### config.mk
export PLATFORM = sky130hd
export DESIGN_NAME = spi_byte_slave
export DESIGN_NICKNAME = d
export VERILOG_FILES = /design/src/rtl/spi_slave_pkg.sv /design/src/rtl/spi_slave_sync.sv /design/src/rtl/spi_slave_ctrl.sv /design/src/rtl/spi_slave_dp.sv /design/src/rtl/spi_byte_slave.sv
export SDC_FILE = /design/constraint.sdc
export NUM_CORES = 1
export LEC_CHECK = 0
export ABC_AREA = 1
export CAP_MARGIN = 20
export CORE_AREA = 10 10 77 79
export DETAILED_ROUTE_END_ITERATION = 8
export DIE_AREA = 0 0 87 89
export PLACE_DENSITY = 0.67
export SYNTH_ARGS = -nofsm -noshare
export SYNTH_HDL_FRONTEND = slang
export SYNTH_HIERARCHICAL = 1
export SYNTH_SLANG_ARGS = --single-unit
### constraint.sdc
create_clock -name clk -period 4.1 [get_ports clk]
set_input_delay 0.82 -clock clk [delete_from_list [all_inputs] [get_ports clk]]
set_output_delay 0.82 -clock clk [all_outputs]
set_load 0.03 [all_outputs]
### src/rtl/spi_slave_pkg.sv
package spi_slave_pkg;
  // Strobes handed from the control to the datapath each clock
  typedef struct packed {
    logic sampleStb;  // take one incoming bit
    logic shiftStb;   // advance the outgoing shifter
    logic loadStb;    // reload the shifter from the holding register
    logic doneStb;    // this sample completes a byte
  } ctrlStb_t;
endpackage

### src/rtl/spi_slave_sync.sv
module spi_slave_sync #(
  parameter int W = 1,
  parameter int STAGES = 2,
  parameter logic [W-1:0] RST_VAL = '0
) (
  input  logic         clk,
  input  logic         rstN,
  input  logic [W-1:0] d,
  output logic [W-1:0] q
);
  logic [W-1:0] stg [STAGES];

  always_ff @(posedge clk or negedge rstN) begin
    if (!rstN) begin
      for (int k = 0; k < STAGES; k++) stg[k] <= RST_VAL;
    end else begin
      stg[0] <= d;
      for (int k = 1; k < STAGES; k++) stg[k] <= stg[k-1];
    end
  end

  assign q = stg[STAGES-1];
endmodule

### src/rtl/spi_slave_ctrl.sv
module spi_slave_ctrl
  import spi_slave_pkg::*;
#(
  parameter int DATA_W = 8
) (
  input  logic     clk,
  input  logic     rstN,
  input  logic     cfgCpol,
  input  logic     cfgCpha,
  input  logic     sckS,
  input  logic     selS,
  output ctrlStb_t stb,
  output logic     oe
);
  localparam int CNT_W = $clog2(DATA_W);
  localparam logic [CNT_W-1:0] LAST = CNT_W'(DATA_W - 1);

  logic             sckPrev, selPrev;
  logic [CNT_W-1:0] bitCnt;
  logic             sckEdge, leadEdge, trailEdge, selFall, active;
  logic             sampleEv, driveEv, doneEv;

  always_ff @(posedge clk or negedge rstN) begin
    if (!rstN) begin
      sckPrev <= 1'b0;
      selPrev <= 1'b1;
    end else begin
      sckPrev <= sckS;
      selPrev <= selS;
    end
  end

  always_comb begin
    sckEdge   = sckS ^ sckPrev;
    leadEdge  = sckEdge && (sckS != cfgCpol);
    trailEdge = sckEdge && (sckS == cfgCpol);
    selFall   = selPrev && !selS;
    active    = !selS && !selPrev;
    sampleEv  = active && (cfgCpha ? trailEdge : leadEdge);
    driveEv   = active && (cfgCpha ? leadEdge : trailEdge) && (bitCnt != '0);
    doneEv    = sampleEv && (bitCnt == LAST);
  end

  always_ff @(posedge clk or negedge rstN) begin
    if (!rstN) begin
      bitCnt <= '0;
    end else if (selS || selFall) begin
      bitCnt <= '0;
    end else if (sampleEv) begin
      bitCnt <= doneEv ? '0 : bitCnt + 1'b1;
    end
  end

  always_comb begin
    stb.sampleStb = sampleEv;
    stb.shiftStb  = driveEv;
    stb.doneStb   = doneEv;
    stb.loadStb   = selFall || (doneEv && cfgCpha);
  end

  assign oe = !selS;

  // an idle select parks the bit position at zero
  p_idle_count_r1: assert property (@(posedge clk) disable iff (!rstN)
    selS |=> (bitCnt == '0));

  // each mid-byte sample advances the bit position by one
  p_count_advance_r4: assert property (@(posedge clk) disable iff (!rstN)
    (stb.sampleStb && bitCnt != LAST) |=> (bitCnt == $past(bitCnt) + 1'b1));
endmodule

### src/rtl/spi_slave_dp.sv
module spi_slave_dp
  import spi_slave_pkg::*;
#(
  parameter int DATA_W = 8
) (
  input  logic              clk,
  input  logic              rstN,
  input  ctrlStb_t          stb,
  input  logic              mosiS,
  input  logic [DATA_W-1:0] txData,
  input  logic              txLoad,
  output logic              misoOut,
  output logic [DATA_W-1:0] rxData,
  output logic              rxValid,
  output logic              txUnderrun
);
  logic [DATA_W-1:0] holdReg, txShift, rxShift;
  logic              fresh;

  always_ff @(posedge clk or negedge rstN) begin
    if (!rstN) begin
      holdReg <= '0;
    end else if (txLoad) begin
      holdReg <= txData;
    end
  end

  // A load in the same clock as a shifter reload counts for the next reload
  always_ff @(posedge clk or negedge rstN) begin
    if (!rstN) begin
      fresh      <= 1'b0;
      txUnderrun <= 1'b0;
    end else if (stb.loadStb) begin
      fresh      <= txLoad;
      txUnderrun <= !fresh;
    end else if (txLoad) begin
      fresh <= 1'b1;
    end
  end

  always_ff @(posedge clk or negedge rstN) begin
    if (!rstN) begin
      txShift <= '0;
    end else if (stb.loadStb) begin
      txShift <= holdReg;
    end else if (stb.shiftStb) begin
      txShift <= {txShift[DATA_W-2:0], 1'b0};
    end
  end

  always_ff @(posedge clk or negedge rstN) begin
    if (!rstN) begin
      rxShift <= '0;
      rxData  <= '0;
      rxValid <= 1'b0;
    end else begin
      rxValid <= stb.doneStb;
      if (stb.sampleStb) rxShift <= {rxShift[DATA_W-2:0], mosiS};
      if (stb.doneStb)   rxData  <= {rxShift[DATA_W-2:0], mosiS};
    end
  end

  assign misoOut = txShift[DATA_W-1];

  // the completion strobe never lasts two clocks
  p_valid_pulse_r4: assert property (@(posedge clk) disable iff (!rstN)
    rxValid |=> !rxValid);

  // the holding register changes only on a write
  p_hold_stable_r6: assert property (@(posedge clk) disable iff (!rstN)
    !txLoad |=> $stable(holdReg));

  // the underrun flag changes only at a shifter reload
  p_underrun_stable_r7: assert property (@(posedge clk) disable iff (!rstN)
    !stb.loadStb |=> $stable(txUnderrun));

  // the outgoing bit holds between output events
  p_tx_stable_r2: assert property (@(posedge clk) disable iff (!rstN)
    (!stb.loadStb && !stb.shiftStb) |=> $stable(misoOut));
endmodule

### src/rtl/spi_byte_slave.sv
module spi_byte_slave
  import spi_slave_pkg::*;
#(
  parameter int DATA_W = 8,
  parameter int SYNC_STAGES = 2
) (
  input  logic              clk,
  input  logic              rstN,
  input  logic              cfgCpol,
  input  logic              cfgCpha,
  input  logic              sckIn,
  input  logic              mosiIn,
  input  logic              selN,
  input  logic [DATA_W-1:0] txData,
  input  logic              txLoad,
  output logic              misoOut,
  output logic              misoOe,
  output logic [DATA_W-1:0] rxData,
  output logic              rxValid,
  output logic              txUnderrun
);
  localparam int SYNC_W = 3;

  logic [SYNC_W-1:0] rawBus, syncBus;
  logic              selS, sckS, mosiS;
  ctrlStb_t          stb;

  assign rawBus = {selN, sckIn, mosiIn};
  assign {selS, sckS, mosiS} = syncBus;

  spi_slave_sync #(
    .W(SYNC_W), .STAGES(SYNC_STAGES), .RST_VAL(3'b100)
  ) sync_i (
    .clk(clk), .rstN(rstN), .d(rawBus), .q(syncBus)
  );

  spi_slave_ctrl #(.DATA_W(DATA_W)) ctrl_i (
    .clk(clk), .rstN(rstN), .cfgCpol(cfgCpol), .cfgCpha(cfgCpha),
    .sckS(sckS), .selS(selS), .stb(stb), .oe(misoOe)
  );

  spi_slave_dp #(.DATA_W(DATA_W)) dp_i (
    .clk(clk), .rstN(rstN), .stb(stb), .mosiS(mosiS),
    .txData(txData), .txLoad(txLoad), .misoOut(misoOut),
    .rxData(rxData), .rxValid(rxValid), .txUnderrun(txUnderrun)
  );
endmodule

# After elaboration in Yosys (flattened, before gate mapping)
# Index checks and enable logic that the tools add are counted.
# word_totals
reg_bits	45
input_bits	16
output_inout_bits	12
# op_classes
addsub	1
n_eq_ne	3
n_mux	9
n_bitwise	1
n_reduce_logical	18
# ops
operator	count
8-bit 2-to-1 mux	2
1-bit logical AND	9
3-bit 2-to-1 mux	3
2-bit nonzero test	3
1-bit 2-to-1 mux	4
3-bit by 1-bit adder with 3-bit output (second input constant)	1
3-bit == test (second input constant)	1
1-bit zero test	3
3-bit nonzero test	1
1-bit logical OR	2
1-bit == test	1
1-bit inequality test	1
1-bit XOR	1

# Depth between registers and ports, before layout
# Gate-level depths: netlist of the first run.
# logic_depth
ltp_word	8
mapped_depth	14

# Hierarchy
# The synthesis of the first run kept the hierarchy.
# by_module_without_submodules
mod	n_inst	cells_per_inst	area_per_inst_um2	seq_area_each_um2
spi_slave_dp	1	154	1363.8	850.8
spi_slave_ctrl	1	58	414.1	126.4
spi_slave_sync	1	9	175.2	152.6

# Least setup slack after synthesis of the first run
# OpenSTA, ideal clock, no wires.
# synth_path
path_kind	input -> register
start	input cfgCpol
end	register dp_i.rxData[6]
arrival_time_ns	1.747
setup_slack_ns	2.233
path_stages	12
n_path_buf	3
cell_sequence	inv_1 -> nand2_1 -> nand2_1 -> nand2_2 -> nand2_2 -> nand3_1 -> nor2_1 -> buf_4 -> buf_4 -> buf_6 -> nor2_1 -> a21oi_1
# synth_via
elab_chain_len	5
word_cells_on_any_way	7
# synth_rtl
element	line_no	source
from (decl)	spi_byte_slave.sv:9	input logic cfgCpol,
1-bit inequality test or 1-bit == test (tied branches)	spi_slave_ctrl.sv:35, spi_slave_ctrl.sv:36	
1-bit logical AND, on equally long branches	spi_slave_ctrl.sv:35, spi_slave_ctrl.sv:36	
1-bit 2-to-1 mux *	spi_slave_ctrl.sv:39	sampleEv = active && (cfgCpha ? trailEdge : leadEdge);
1-bit logical AND *	spi_slave_ctrl.sv:39	
1-bit logical AND *	spi_slave_ctrl.sv:41	doneEv = sampleEv && (bitCnt == LAST);
net ctrl_i.doneEv	spi_slave_ctrl.sv:21	logic sampleEv, driveEv, doneEv;
to (signal assigned)	spi_slave_dp.sv:59	if (stb.doneStb) rxData <= {rxShift[DATA_W-2:0], mosiS};
to (decl)	spi_slave_dp.sv:13	output logic [DATA_W-1:0] rxData,
# Mark *: on every way through the listed nets, which the timed path passes. The rest lies on a longest branch.
# A chain may end at the register's enable or synchronous reset.

==> results of run 1 <==
==> worst register-to-register path, delay by kind of cell (launching register included) <==
kind / cells / cell delay (ps)
simple gates: 7 / 1260
flops: 1 / 430
compound gates: 1 / 150
buf+inv: 1 / 90
==> metrics by stage <==
step,setup slack (ps),power (mW),hold WS [ps]
final,1570,0.946,357
after global routing,1370,1.01,361
after CTS,1580,0.960,360
after detailed placement,1280,0.697,340
after global placement,1330,0.690,332
after floorplan,2230,0.643,331
==> kinds of logic after synthesis <==
kind of cell | count (synthesis)
compound gates | 19
fa+ha+maj | 3
buf+inv | 34
flops | 45
simple gates | 120
==> worst paths after layout <==
kind	endpoint	slack, ps	depth (start not counted)
worst max-delay path	dp_i/rxData[2]	1570	10
worst min-delay path	sync_i/q[0]	360	0
worst max register to register	dp_i/rxData[2]	2110	9
worst min register to register	sync_i/q[0]	360	0
max in group asynchronous	sync_i/stg[5]	3170	2
min in group asynchronous	dp_i/rxData[5]	390	1
==> state kept, by name, indices dropped and copies added (netlist names) <==
signal / count
ctrl_i/bitCnt: 3
ctrl_i/sckPrev: 1
ctrl_i/selPrev: 1
dp_i/fresh: 1
dp_i/holdReg: 8
dp_i/rxData: 8
dp_i/rxShift: 7
dp_i/rxValid: 1
dp_i/txShift: 8
dp_i/txUnderrun: 1
sync_i/q: 3
sync_i/stg: 3
==> synthesized netlist by cell type <==
cell type,n,area share (%)
a21oi_2,1,0.45
nand2_1,97,19
nand2_2,6,1.9
inv_1,19,3.7
inv_6,1,0.45
nand4_1,3,0.96
buf_4,7,2.7
o21ai_0,8,2.1
nand2_4,1,0.58
buf_6,2,1.2
inv_2,3,0.58
nand3_1,3,0.77
a21oi_1,8,2.1
buf_2,2,0.51
nor2_4,1,0.58
ha_1,3,1.9
dfstp_2,3,4.0
nor2_8,1,1.0
dfrtp_1,42,54
o21ai_1,1,0.26
o211ai_1,1,0.38
nor2_1,8,1.5
==> power by group through the flow <==
stage / sequential [mW] / combinational [mW] / clock [mW]
6_report: 0.530 / 0.157 / 0.258
5_1_grt: 0.538 / 0.183 / 0.287
4_1_cts: 0.531 / 0.159 / 0.270
3_5_place_dp: 0.538 / 0.158 / 0
3_3_place_gp: 0.537 / 0.153 / 0
2_1_floorplan: 0.539 / 0.104 / 0
==> cell type report <==
type	count	area share [%]
sequential	45	49.0
multi-input combinational	142	28.1
timing repair buffer	28	12.4
inverter	23	3.96
clock buffer	7	3.31
tap	54	2.93
clock inverter	1	0.326
==> routing by layer <==
layer	share of wire, %	track usage, %
met1	48	9.95
met2	46	15.4
met3	5.0	3.74
met4	0.38	2.65
met5	0	0
==> results_dict.tcl, run 1 <==
set metrics [dict create \
    status "finished clean" \
    final.min_clock_period_ps 2530 \
    first_global_vias 1404 \
    synth_fp_nets 240 \
    dp_hpwl_um 2320 \
    maxCapViolCount 0 \
    rsz0062_at_grt "false" \
    via_count 1357 \
    fill_cells 429 \
    drtIter0Drc 40 \
    startpoint_type "primary input" \
    routedWlPerCell_um 10.5 \
    synth_area_per_cell_um2 8.84 \
    core_um2 4540 \
    final_util_pct 50.8 \
    postRouteWirelength_um 3140 \
    synth_compound_area_share_pct 5.19 \
    drive_gt1_share_pct 10.2 \
    synth_seq_area_share_pct 57.8 \
    stdcell_count 300 \
    switching_share_pct 27.6 \
    gp_congestion 0.867 \
    critical_path.cell_chain "clkdlybuf4s50_1, inv_1, nand2_1, nand2_1, nand2_2, nand2_2, nand3_1, nor2_1, nor2_1, a21oi_1" \
    p_leak_nw 1.19 \
    hold_class "flip-flop to flip-flop" \
    timing.rr.start "sync_i/q[1]" \
    antenna_found_initial 0 \
    synth_top_family_by_area "simple AND/OR/NAND/NOR gates" \
    clock-skew-final_ps 10.2 \
    worstPathRequired_ps 4310 \
    p_per_area_nw_per_um2 410 \
    yosys.cell_types.count 22 \
    grt_pass1_wl_um 5730 \
    internal_power_uw 684 \
    yosys.area_share.adder_pct 1.92 \
    dp_cells 291 \
    max-clock-path-buffers 2 \
    num_antenna_cells 0 \
    clock-sinks 45 \
    cts_made_buffers 5 \
    critPathMaxStageDelay_ps 760 \
    finalSetupViolCount 0 \
    postRouteAntennaNets 0 \
    syn_inst 221 \
    synthSimpleGateAreaFrac_pct 26.0 \
    crit_fanout 17 \
    ctsResizeCount 0 \
    dr.pass1.iters 4 \
    die_x_um 87 \
    critPathTopFamily "simple AND/OR/NAND/NOR gates" \
    hp-start "sync_i/stg[3]" \
    synthMuxAreaShare_pct 0 \
    die_y_um 89 \
    cts_root_buf "clkbuf_8" \
    grt_usage_pct 8.99 \
    ys_warn_count 6 \
    numPortBuffers 27 \
    clkPwrFrac_pct 27.3 \
    postCtsHoldBufs 0 \
    clock_latency_ps 290 \
    finalHoldViolations 0 \
    via_per_inst 4.52 \
    multi_input_area_um2 647 \
    overflow 0 \
    critPathCaptureType "flip-flop" \
    drc_errors 0 \
    io_pins 28 \
    p_comb_share_pct 16.6 \
    seq_area_um2 1130 \
    max-slew-margin-rel_pct 34.2 \
    die_area_um2 7740 \
    tritoncts "built" \
    syn_to_final_growth_pct 18.0 \
    worstSetupStartpoint "cfgCpol" \
    crit_type "primary input to flip-flop" \
    fin_setup_tns_ps 0 \
    timing.critical_path.buf_inv 2 \
    final_common_cell "nand2_1" \
    clk_pin_slew_ps 80 \
    power_switching_uw 261 \
    fmax_mhz 395 \
    power_frac_seq_pct 56.1 \
    drv_slew 0 \
    rows 25 \
    ir_worst_vdd_mv 0.169 \
    period_share_pct 61.8 \
    postCtsSetupBuffers 0 \
    placed_cell_area_um2 2200 \
    initial_core_util_pct 43.1 \
    final_nets 264 \
    grt_start_max_net_pins 46 \
    synth-xor-area-share_pct 0 \
    worstPathArrival_ps 2740 \
    layout_common_cells "nand2_1, dfrtp_1, clkdlybuf4s50_1, inv_1" \
    worst_slew_pin_slew_ps 983 \
    slowest_stage "nor2_1" \
    design_area_um2 2300 \
    ys_seq_elements 45 \
    syn_area_um2 1950 \
    cts_max_level 2 \
]
No activity file was read; power rests on OpenSTA's default activity.
==> inputs of run 2 (changes only) <==
--- a/config.mk
+++ b/config.mk
@@ -10,7 +10,7 @@
 export CORE_AREA = 10 10 77 79
 export DETAILED_ROUTE_END_ITERATION = 8
 export DIE_AREA = 0 0 87 89
-export PLACE_DENSITY = 0.67
+export PLACE_DENSITY = 0.69
 export SYNTH_ARGS = -nofsm -noshare
 export SYNTH_HDL_FRONTEND = slang
 export SYNTH_HIERARCHICAL = 1
==> constraint.sdc (replaced) <==
create_clock -name clk -period 2.3 [get_ports clk]
set_input_delay 0.46 -clock clk [delete_from_list [all_inputs] [get_ports clk]]
set_output_delay 0.46 -clock clk [all_outputs]
set_load 0.03 [all_outputs]
==> results_dict.tcl, run 2 (synthesized netlist as in run 1, its figures left out) <==
set metrics [dict create \
    status "finished clean" \
    rsz0062_at_grt "false" \
    drv_slew 0 \
    final_nets 266 \
    clock-sinks 45 \
    crit_fanout 3 \
    largestRegisters "dp_i/holdReg: 8 flops, dp_i/rxData: 8 flops, dp_i/txShift: 8 flops" \
    grt_start_max_net_pins 46 \
    multi_input_area_um2 647 \
    ir_worst_vdd_mv 0.439 \
    via_per_inst 4.48 \
    critPathCaptureType "output port" \
    overflow 0 \
    seq_area_um2 1130 \
    clock-skew-final_ps 7.43 \
    fill_cells 413 \
    layout_common_cells "nand2_1, dfrtp_1, clkdlybuf4s50_1, inv_1" \
    drc_errors 0 \
    cts_root_buf "clkbuf_8" \
    critical_path.cell_chain "inv_1, clkdlybuf4s50_1" \
    drtIter0Drc 70 \
    startpoint_type "flip-flop" \
    first_global_vias 1411 \
    postRouteWirelength_um 3100 \
    drive_gt1_share_pct 11.7 \
    holdWs_ps 229 \
    fin_setup_tns_ps 0 \
    die_x_um 87 \
    critPathMaxStageDelay_ps 590 \
    placed_cell_area_um2 2220 \
    postRouteAntennaNets 0 \
    numPortBuffers 27 \
    tritoncts "built" \
    clock_latency_ps 290 \
    die_area_um2 7740 \
    worstPathRequired_ps 1840 \
    grt_pass1_wl_um 5630 \
    postCtsSetupBuffers 0 \
    p_per_area_nw_per_um2 731 \
    cts_max_level 2 \
    grt_usage_pct 8.93 \
    slowest_stage "clkdlybuf4s50_1" \
    maxCapViolCount 0 \
    cts_made_buffers 5 \
    dp_hpwl_um 2270 \
    clk_pin_slew_ps 90 \
    fmax_mhz 509 \
    final.min_clock_period_ps 1970 \
    p_leak_nw 1.21 \
    finalSetupViolCount 0 \
    antenna_found_initial 0 \
    max-clock-path-buffers 2 \
    hold_class "primary input to asynchronous set/reset pin" \
    via_count 1352 \
    period_share_pct 85.5 \
    gp_congestion 0.810 \
    core_um2 4540 \
    num_antenna_cells 0 \
    final_common_cell "nand2_1" \
    syn_to_final_growth_pct 18.3 \
    max-slew-margin-rel_pct 63.5 \
    io_pins 28 \
    finalHoldViolations 0 \
    routedWlPerCell_um 10.3 \
    initial_core_util_pct 43.1 \
    crit_type "flip-flop to output port" \
    dr.pass1.iters 4 \
    design_area_um2 2310 \
    postCtsHoldBufs 0 \
    ctsResizeCount 0 \
    worstPathArrival_ps 1510 \
    rows 25 \
    die_y_um 89 \
    worst_slew_pin_slew_ps 547 \
]
## run 2: cell count changes in the layout (fill, tap and decap cells not counted)
cell      delta
clkinv_2     +2
buf_4        +3
clkbuf_1     -2
buf_12       -1
## run 2: area by class of cell
cell class	count	area share (%)
flip-flops and latches	45	48.9
multi-input cells	142	28.0
repair buffers	30	12.5
inverters	23	3.95
clock buffers	5	2.98
well taps	54	2.93
clock inverters	3	0.758
## run 2: final timing paths
check | start | to | slack [ps] | cells past startpoint
max | sync_i/q[2] | misoOe | 330 | 2
min | rstN | dp_i/rxShift[5] | 230 | 2
max reg2reg | sync_i/q[1] | dp_i/txShift[3] | 620 | 12
min reg2reg | sync_i/stg[4] | sync_i/q[1] | 360 | 0
max in group asynchronous | rstN | sync_i/stg[5] | 1680 | 2
min in group clk | sync_i/stg[4] | sync_i/q[1] | 360 | 0
## run 2: metal layers
| metal | track usage (%) | share of wire [%] | vias up |
|---|---|---|---|
| met2 | 15.1 | 45 | 24 |
| li1 | - | - | 720 |
| met3 | 3.65 | 5.7 | 2 |
| met5 | 0 | 0 | - |
| met4 | 3.68 | 0.58 | 0 |
| met1 | 9.74 | 48 | 606 |
## run 2: report_power, final
part	internal [mW]	switching, mW	leakage (nW)
clock network	0.210	0.255	0.0439
logic	0.111	0.164	0.602
registers	0.893	0.0547	0.561
## run 2: worst max-delay path: cells and delay by family, from the launching register on
| family | cells | cell delay (ps) |
|---|---|---|
| buffers and inverters | 2 | 650 |
| DFF | 1 | 570 |
## run 2: stage by stage
stage               instances  setup slack (ps)  total power, mW  util (%)
global placement          294               197             1.23      49.0
global route              302               274             1.80      50.9
CTS                       302               309             1.71      50.9
floorplan                 221               766             1.15         -
finish                    302               334             1.69      50.9
detailed placement        294               150             1.24      49.0
